--- src/rtl/octdac_pkg.sv ---
package octdac_pkg;
  localparam int FRAME_BITS = 32;
  localparam int FLD_DATA   = 16;
  localparam int FLD_OPT    = 8;
  localparam logic [3:0] ADDR_ALL = 4'hF;

  typedef enum logic [3:0] {
    OP_WR_IN  = 4'h0,
    OP_UPD    = 4'h1,
    OP_WR_UPD = 4'h2,
    OP_PWR    = 4'h4,
    OP_CCODE  = 4'h5,
    OP_LMASK  = 4'h6,
    OP_REF    = 4'h7
  } op_e;

  typedef struct packed {
    logic [3:0]          op;
    logic [3:0]          addr;
    logic [FLD_DATA-1:0] data;
    logic [FLD_OPT-1:0]  opt;
  } frame_t;
endpackage

--- src/rtl/octdac_ser_rx.sv ---
module octdac_ser_rx #(
  parameter int FRAME_BITS = 32,
  parameter int SYNC       = 2
) (
  input  logic                  clk,
  input  logic                  rst_n,
  input  logic                  sel_n,
  input  logic                  sclk,
  input  logic                  din,
  output logic [FRAME_BITS-1:0] frame_o,
  output logic                  frame_vld_o
);
  localparam int CW = $clog2(FRAME_BITS);

  logic [SYNC-1:0] sclk_q, sel_q, din_q;
  logic            sclk_prev;
  logic [CW-1:0]   cnt;
  logic            done;

  always_ff @(posedge clk or negedge rst_n) begin
    if (!rst_n) begin
      sclk_q    <= '1;
      sel_q     <= '1;
      din_q     <= '0;
      sclk_prev <= 1'b1;
    end else begin
      sclk_q    <= {sclk_q[SYNC-2:0], sclk};
      sel_q     <= {sel_q[SYNC-2:0], sel_n};
      din_q     <= {din_q[SYNC-2:0], din};
      sclk_prev <= sclk_q[SYNC-1];
    end
  end

  logic sclk_fall, sel_s, din_s;
  assign sclk_fall = sclk_prev & ~sclk_q[SYNC-1];
  assign sel_s     = sel_q[SYNC-1];
  assign din_s     = din_q[SYNC-1];

  always_ff @(posedge clk or negedge rst_n) begin
    if (!rst_n) begin
      cnt         <= '0;
      done        <= 1'b0;
      frame_vld_o <= 1'b0;
      frame_o     <= '0;
    end else begin
      frame_vld_o <= 1'b0;
      if (sel_s) begin
        cnt  <= '0;
        done <= 1'b0;
      end else if (sclk_fall && !done) begin
        frame_o <= {frame_o[FRAME_BITS-2:0], din_s};
        if (cnt == CW'(FRAME_BITS-1)) begin
          cnt         <= '0;
          done        <= 1'b1;
          frame_vld_o <= 1'b1;
        end else begin
          cnt <= cnt + 1'b1;
        end
      end
    end
  end
endmodule

--- src/rtl/octdac_strobe.sv ---
module octdac_strobe #(
  parameter int SYNC = 2
) (
  input  logic clk,
  input  logic rst_n,
  input  logic load_n,
  input  logic clr_n,
  output logic clr_fire_o,
  output logic clr_hold_o,
  output logic load_go_o
);
  logic [SYNC-1:0] load_q, clr_q;
  logic            clr_prev;

  always_ff @(posedge clk or negedge rst_n) begin
    if (!rst_n) begin
      load_q   <= '1;
      clr_q    <= '1;
      clr_prev <= 1'b1;
    end else begin
      load_q   <= {load_q[SYNC-2:0], load_n};
      clr_q    <= {clr_q[SYNC-2:0], clr_n};
      clr_prev <= clr_q[SYNC-1];
    end
  end

  assign clr_fire_o = clr_prev & ~clr_q[SYNC-1];
  assign clr_hold_o = ~clr_q[SYNC-1];
  assign load_go_o  = ~load_q[SYNC-1] & clr_q[SYNC-1];
endmodule

--- src/rtl/octdac_bank.sv ---
module octdac_bank
  import octdac_pkg::*;
#(
  parameter int NCH = 8,
  parameter int DW  = 16
) (
  input  logic              clk,
  input  logic              rst_n,
  input  frame_t            frm,
  input  logic              frm_vld,
  input  logic              clr_fire,
  input  logic              clr_hold,
  input  logic              load_go,
  output logic [NCH*DW-1:0] dac_o,
  output logic [2*NCH-1:0]  mode_o,
  output logic              ref_o
);
  logic [1:0]     ccode_r;
  logic [NCH-1:0] mask_r;
  logic [DW-1:0]  cval;
  logic [NCH-1:0] hit;

  always_comb begin
    case (ccode_r)
      2'b01:   cval = {1'b1, {(DW-1){1'b0}}};
      2'b10:   cval = '1;
      default: cval = '0;
    endcase
  end

  always_comb begin
    for (int i = 0; i < NCH; i++)
      hit[i] = (frm.addr == ADDR_ALL) || (frm.addr == 4'(i));
  end

  logic do_wr_in, do_upd, do_wr_upd, do_pwr;
  assign do_wr_in  = frm_vld && (frm.op == OP_WR_IN);
  assign do_upd    = frm_vld && (frm.op == OP_UPD);
  assign do_wr_upd = frm_vld && (frm.op == OP_WR_UPD);
  assign do_pwr    = frm_vld && (frm.op == OP_PWR);

  for (genvar g = 0; g < NCH; g++) begin : g_ch
    logic [DW-1:0] in_q, dac_q;
    logic [1:0]    mode_q;

    always_ff @(posedge clk or negedge rst_n) begin
      if (!rst_n) begin
        in_q  <= '0;
        dac_q <= '0;
      end else if (clr_fire) begin
        in_q  <= cval;
        dac_q <= cval;
      end else begin
        if ((do_wr_in || do_wr_upd) && hit[g])
          in_q <= frm.data[DW-1:0];
        if (do_wr_upd && hit[g])
          dac_q <= frm.data[DW-1:0];
        else if (do_upd && hit[g])
          dac_q <= in_q;
        else if (!clr_hold && (load_go || mask_r[g]))
          dac_q <= in_q;
      end
    end

    always_ff @(posedge clk or negedge rst_n) begin
      if (!rst_n)
        mode_q <= 2'b00;
      else if (do_pwr && frm.opt[g])
        mode_q <= frm.data[1:0];
    end

    assign dac_o[g*DW +: DW] = dac_q;
    assign mode_o[2*g +: 2]  = mode_q;
  end

  always_ff @(posedge clk or negedge rst_n) begin
    if (!rst_n) begin
      ccode_r <= 2'b00;
      mask_r  <= '0;
      ref_o   <= 1'b0;
    end else if (frm_vld) begin
      case (frm.op)
        OP_CCODE: ccode_r <= frm.data[1:0];
        OP_LMASK: mask_r  <= frm.opt[NCH-1:0];
        OP_REF:   ref_o   <= frm.data[0];
        default:  ;
      endcase
    end
  end
endmodule

--- src/rtl/octdac_ctrl.sv ---
module octdac_ctrl
  import octdac_pkg::*;
#(
  parameter int NCH  = 8,
  parameter int DW   = 16,
  parameter int SYNC = 2
) (
  input  logic              clk,
  input  logic              rst_n,
  input  logic              ser_sel_n,
  input  logic              ser_clk,
  input  logic              ser_din,
  input  logic              load_n,
  input  logic              clr_n,
  output logic [NCH*DW-1:0] dac_code_o,
  output logic [2*NCH-1:0]  pd_mode_o,
  output logic [NCH-1:0]    chan_on_o,
  output logic              ref_en_o
);
  logic [FRAME_BITS-1:0] frame_bits;
  logic                  frame_vld;
  logic                  clr_fire, clr_hold, load_go;

  octdac_ser_rx #(.FRAME_BITS(FRAME_BITS), .SYNC(SYNC)) u_rx (
    .clk(clk), .rst_n(rst_n), .sel_n(ser_sel_n), .sclk(ser_clk), .din(ser_din),
    .frame_o(frame_bits), .frame_vld_o(frame_vld)
  );

  octdac_strobe #(.SYNC(SYNC)) u_strobe (
    .clk(clk), .rst_n(rst_n), .load_n(load_n), .clr_n(clr_n),
    .clr_fire_o(clr_fire), .clr_hold_o(clr_hold), .load_go_o(load_go)
  );

  octdac_bank #(.NCH(NCH), .DW(DW)) u_bank (
    .clk(clk), .rst_n(rst_n), .frm(frame_t'(frame_bits)), .frm_vld(frame_vld),
    .clr_fire(clr_fire), .clr_hold(clr_hold), .load_go(load_go),
    .dac_o(dac_code_o), .mode_o(pd_mode_o), .ref_o(ref_en_o)
  );

  for (genvar g = 0; g < NCH; g++) begin : g_on
    assign chan_on_o[g] = (pd_mode_o[2*g +: 2] == 2'b00);
  end
endmodule

--- config.mk ---
export PLATFORM = sky130hd
export DESIGN_NAME = octdac_ctrl
export DESIGN_NICKNAME = d
export VERILOG_FILES = /design/src/rtl/octdac_pkg.sv /design/src/rtl/octdac_ser_rx.sv /design/src/rtl/octdac_strobe.sv /design/src/rtl/octdac_bank.sv /design/src/rtl/octdac_ctrl.sv
export SDC_FILE = /design/constraint.sdc
export NUM_CORES = 1
export LEC_CHECK = 0
export CAP_MARGIN = 20
export CORE_MARGIN = 3
export CORE_UTILIZATION = 57
export DETAILED_ROUTE_END_ITERATION = 12
export PLACE_DENSITY = 0.88
export SKIP_LAST_GASP = 1
export SLEW_MARGIN = 10
export SYNTH_ARGS = -nofsm -noshare
export SYNTH_HDL_FRONTEND = slang
export SYNTH_SLANG_ARGS = --single-unit
--- constraint.sdc ---
create_clock -name clk -period 2.7 [get_ports clk]
set_input_delay 0.54 -clock clk [delete_from_list [all_inputs] [get_ports clk]]
set_output_delay 0.54 -clock clk [all_outputs]
set_load 0.1 [all_outputs]
* Word level (Yosys, flattened, before mapping)
Cells that the tools add are included. W data, S select, Z words.
Operators by class: $add $sub $neg 1, equality and inequality tests 17, multiplexer cells 58, bitwise gates (word level) 7, reduce and logical (&&, ||, !) cells 96
Operators with widths (count):
- $mux W16 | 48
- $logic_and A1 B1 Y1 | 45
- $eq A4 B3 Y1 const B | 8
- $pmux W16 S2 | 1
- $reduce_bool A4 Y1 | 8
- $reduce_bool A2 Y1 | 10
- $logic_or A1 B1 Y1 | 17
- $logic_not A2 Y1 | 8
- $mux W5 | 3
- $eq A4 B2 Y1 const B | 3
- $reduce_and A2 Y1 | 5
- $eq A4 B1 Y1 const B | 2
- $logic_not A4 Y1 | 2
- $mux W1 | 6
- $add A5 B1 Y5 const B | 1
- $eq A5 B5 Y1 const B | 1
- $eq A4 B4 Y1 const B | 1
- $not A1 Y1 | 4
- $and A1 B1 Y1 | 3
- $eq A2 B1 Y1 const B | 1
- $eq A2 B2 Y1 const B | 1
- $logic_not A1 Y1 | 1
Word-level totals: register bits 334, input bits 7, output and inout port bits 153, word-level logic and storage cells 217

* Depth between registers and ports, before layout
depth in word-level cells 8, gate-level depth with buffers 8, gate-level depth less buffers 6

* Cells and area by module
A second synthesis with hierarchy kept.
Second synthesis, totals: cell total of the unflattened synthesis 1184, area, all modules 15373.5 um^2
By module, submodules not included:
- octdac_bank | times used 1, cells each 1060, area each 13470.4 um^2, sequential area each 7081.8 um^2
- octdac_ser_rx | times used 1, cells each 108, area each 1722.9 um^2, sequential area each 1157.4 um^2
- octdac_strobe | times used 1, cells each 8, area each 150.1 um^2, sequential area each 131.4 um^2
- octdac_ctrl | times used 1, cells each 8, area each 30.0 um^2, sequential area each 0.0 um^2

* Least setup slack after synthesis
OpenSTA, ideal clock, no wires.
path type flip-flop to output port, start point register u_bank.g_ch[0].mode_q[1], end point output chan_on_o[0], arrival time 2152 ps, required time 2160 ps, setup slack 8 ps, cell stages (with the launch flop) 2, cells stage by stage dfrtp_1 -> nor2_1
Between the ends: word-level cells in the longest chain between the ends 1
Ends and longest elaborated chain:
- start, declared | line octdac_bank.sv:44 | logic [1:0] mode_q;
- start signal, assigned | line octdac_bank.sv:69 | mode_q <= frm.data[1:0];
- $logic_not A2 Y1 | line octdac_ctrl.sv:41 | assign chan_on_o[g] = (pd_mode_o[2*g +: 2] == 2'b00);
- end, declared | line octdac_ctrl.sv:17 | output logic [NCH-1:0] chan_on_o,
No other way between the ends.

* Final worst setup path
start point register u_strobe.clr_q[1], end point register u_bank.g_ch[2].in_q[6]
Between the ends: word-level cells in the longest chain between the ends 3, elaborated cells on any way between the ends 4
Ends and longest elaborated chain:
- start, declared | line octdac_strobe.sv:12 | logic [SYNC-1:0] load_q, clr_q;
- start signal, assigned | line octdac_strobe.sv:22 | clr_q <= {clr_q[SYNC-2:0], clr_n};
- $not A1 Y1 (*) | line octdac_strobe.sv:27 | assign clr_fire_o = clr_prev & ~clr_q[SYNC-1];
- $and A1 B1 Y1 (*) | line octdac_strobe.sv:27
- $mux W16 / $reduce_bool A2 Y1 (equally long branches)
- end signal, assigned | line octdac_bank.sv:51 | in_q <= cval;
- end signal, assigned | line octdac_bank.sv:55 | in_q <= frm.data[DW-1:0];
- end, declared | line octdac_bank.sv:43 | logic [DW-1:0] in_q, dac_q;
Mark *: on every way between the ends. The rest lies on a longest branch, timed or not. A chain may end at the register's enable or synchronous reset.

==> out/metrics.yaml <==
synth:
  yosys_warnings: 0
  synth.net_count: 1228
  synthCells: 1218
  synth_area_leaders: "dfrtp_1, mux2_2, o32a_1"
  synth_top_area_share_pct: 55.5
  synth.most_common_cell: "dfrtp_1"
  synth_common_cells: "dfrtp_1, mux2_2, nor2_1, and3_1, o32a_1"
  syn_area_um2: 14600
  yosysSeqAreaShare_pct: 57.3
  synth_area_leader_cell: "dfrtp_1"
  synth_cell_types: 54
  synth_ff_type: "dfrtp_1"
  synth_edf_count: 0
  synth-seq-cells: 334
  syn_area_per_cell_um2: 12.0
  synthArstFlopShare_pct: 100
cts:
  clock_path_buffers: 3
  root_buffer: "clkbuf_16"
  ctsHoldBuffers: 0
  numCtsBuffers: 35
  cts.repair.resized: 0
  clk_latency_ns: 0.53
  path_clk_slew_ns: 0.06
  post-cts-setup-buffer-count: 0
  cts_tree: "yes"
  h-tree-depth: 2
  cts.sinks: 334
timing:
  maxSlewViolCount: 0
  tightest_slew_ns: 1.19
  final.setup.worst_slack_ns: 0.208
  clock_skew_ns: 0.0182
  rsz0062_at_grt: "false"
  finalCritPeriodShare_pct: 92.3
  finalSetupViolations: 0
  relSlewSlack_pct: 20.4
  finalHoldViolCount: 0
  clock.fmax_mhz: 401
  timing.setup.tns_ns: 0
  period_minus_slack_ns: 2.49
  holdWs_ns: 0.00310
hold_path:
  hold_path_class: "in2async"
drt:
  drt_first_iter_violations: 1285
  ant_nets: 0
  num_vias: 11200
  first_pass_iters: 5
  drc: 0
  vias_per_cell: 6.51
  wl_per_cell_um: 24.2
  wirelength_um: 41600
floorplanning:
  die_area_um2: 27600
  ios: 160
  std_cell_rows: 57
  die_h_um: 166
  initial_core_util_pct: 59.0
  die_w_um: 166
  core-area_um2: 24700
global_routing:
  globalRouteTotalUtil_pct: 29.5
  grt_pass1_wl_um: 64600
  grt_antenna_before_repair: 1
  grt_pass1_vias: 11200
  grt.overflow.total: 0
  grt_max_degree: 77
worst_setup_path:
  cp_slowest_stage_delay_ns: 0.58
  path_buf_inv: 2
  critPathMaxFanout: 31
  crit_arrival_ns: 2.89
  worstSetupPathType: "reg2reg"
  cp_num_cells: 6
  critPathRequiredTime_ns: 3.10
  r2r_cells: 6
  path_delay_family: "simple AND/OR/NAND/NOR gates"
  end_kind: "register"
  start_kind: "register"
  crit_chain: "nor2b_1 -> buf_4 -> nand2_1 -> buf_4 -> nand2_1 -> mux2_2"
  critPathSlowestCell: "dfstp_2"
placement:
  io_buffer_count: 159
  globalplace.congestion: 0.876
  dp_hpwl_um: 26200
  detailed_place.area_um2: 16200
  post-place-ws_ns: 0.293
outcome:
  status: "finished clean"
final_layout:
  nNetsFinal: 1379
  syn2layout_area_growth_pct: 18.9
  regArea_um2: 8370
  multi_input_area_um2: 5720
  fill_cells: 1628
  drive_gt1_share_pct: 33.7
  fin_area_um2: 17400
power_and_ir_drop:
  irDropWorstVdd_mv: 0.614
  power_density_nw_per_um2: 755
  power.leakage_uw: 0.00863
run:
  drv_cap: 0
## flip-flops by register name (all words and copies together) (netlist names)
name                count
u_bank.mask_r           8
u_strobe.load_q         2
u_bank.ccode_r          2
u_bank.g_ch.mode_q     16
u_bank.g_ch.in_q      128
u_strobe.clr_q          2
u_bank.ref_o            1
u_rx.done               1
u_rx.sel_q              2
u_rx.sclk_q             2
u_rx.sclk_prev          1
u_strobe.clr_prev       1
u_rx.frame_vld_o        1
u_rx.din_q              2
u_bank.g_ch.dac_q     128
u_rx.frame_o           32
u_rx.cnt                5
## area by class of cell
cell class,instances,share of cell area [%]
antenna,1,0.0144
clock buffer,46,5.40
clock inverter,18,1.08
inverter,19,0.411
multi-input combinational,765,32.9
sequential,334,48.2
tap,324,2.33
timing repair buffer,214,9.65
## metrics by stage
stage / power [uW] / util [%] / instances
detailed placement: 8390 / 65.4 / 1649
global placement: 8330 / 65.4 / 1649
CTS: 13100 / 70.0 / 1713
global route: 13500 / 70.2 / 1720
floorplan: 7640 / - / 1218
finish: 13100 / 70.2 / 1721
## final timing paths
path,end,start,slack (ns)
hold / removal,u_bank.g_ch[7].mode_q[0],rst_n,0.003
min in group clk,u_rx.sclk_q[1],u_rx.sclk_q[0],0.36
max in group asynchronous,u_strobe.clr_prev,rst_n,1.85
setup reg to reg,u_bank.g_ch[2].in_q[6],u_strobe.clr_q[1],0.21
setup / recovery,u_bank.g_ch[2].in_q[6],u_strobe.clr_q[1],0.21
hold reg to reg,u_rx.sclk_q[1],u_rx.sclk_q[0],0.36
## per-layer routing
| layer | GRT usage (%) | part of all wire (%) | vias up |
|---|---|---|---|
| li1 | - | - | 4749 |
| met1 | 40.8 | 40 | 5689 |
| met2 | 44.5 | 45 | 633 |
| met3 | 6.95 | 9.9 | 129 |
| met4 | 14.4 | 5.2 | 0 |
| met5 | 0 | 0 | - |
## power breakdown
part           leakage (uW)  internal, uW  total (uW)  switching [uW]
sequential          0.00441          5330        5600             273
combinational       0.00367           629        2720            2090
clock              0.000554          2770        4790            2030
## logic make-up (layout without fill, tap and decap cells)
kind of cell / Yosys count / in the layout / synth area share (%)
AOI/OAI and AO/OA: 223 / 223 / 12.7
xor gates and xnor gates: 4 / 4 / 0.291
adders and majority gates: 3 / 3 / 0.257
buffers and inverters: 119 / 297 / 3.58
DFF: 334 / 334 / 57.3
muxes: 171 / 171 / 13.2
other: 0 / 1 / 0
and+or+nand+nor: 364 / 364 / 12.7
## layout by cell type (no fill, tap or decap), drive strengths merged, types with 31 or more instances in the layout
cell    synthesis  final
nand2          68     68
o21ai          31     31
clkbuf         52     46
dfrtp         324    324
and3          108    108
a31oi          36     36
nor2          134    134
mux2          170    170
buf            48    209
o32a          105    105
Power figures use the tool's default switching activity.
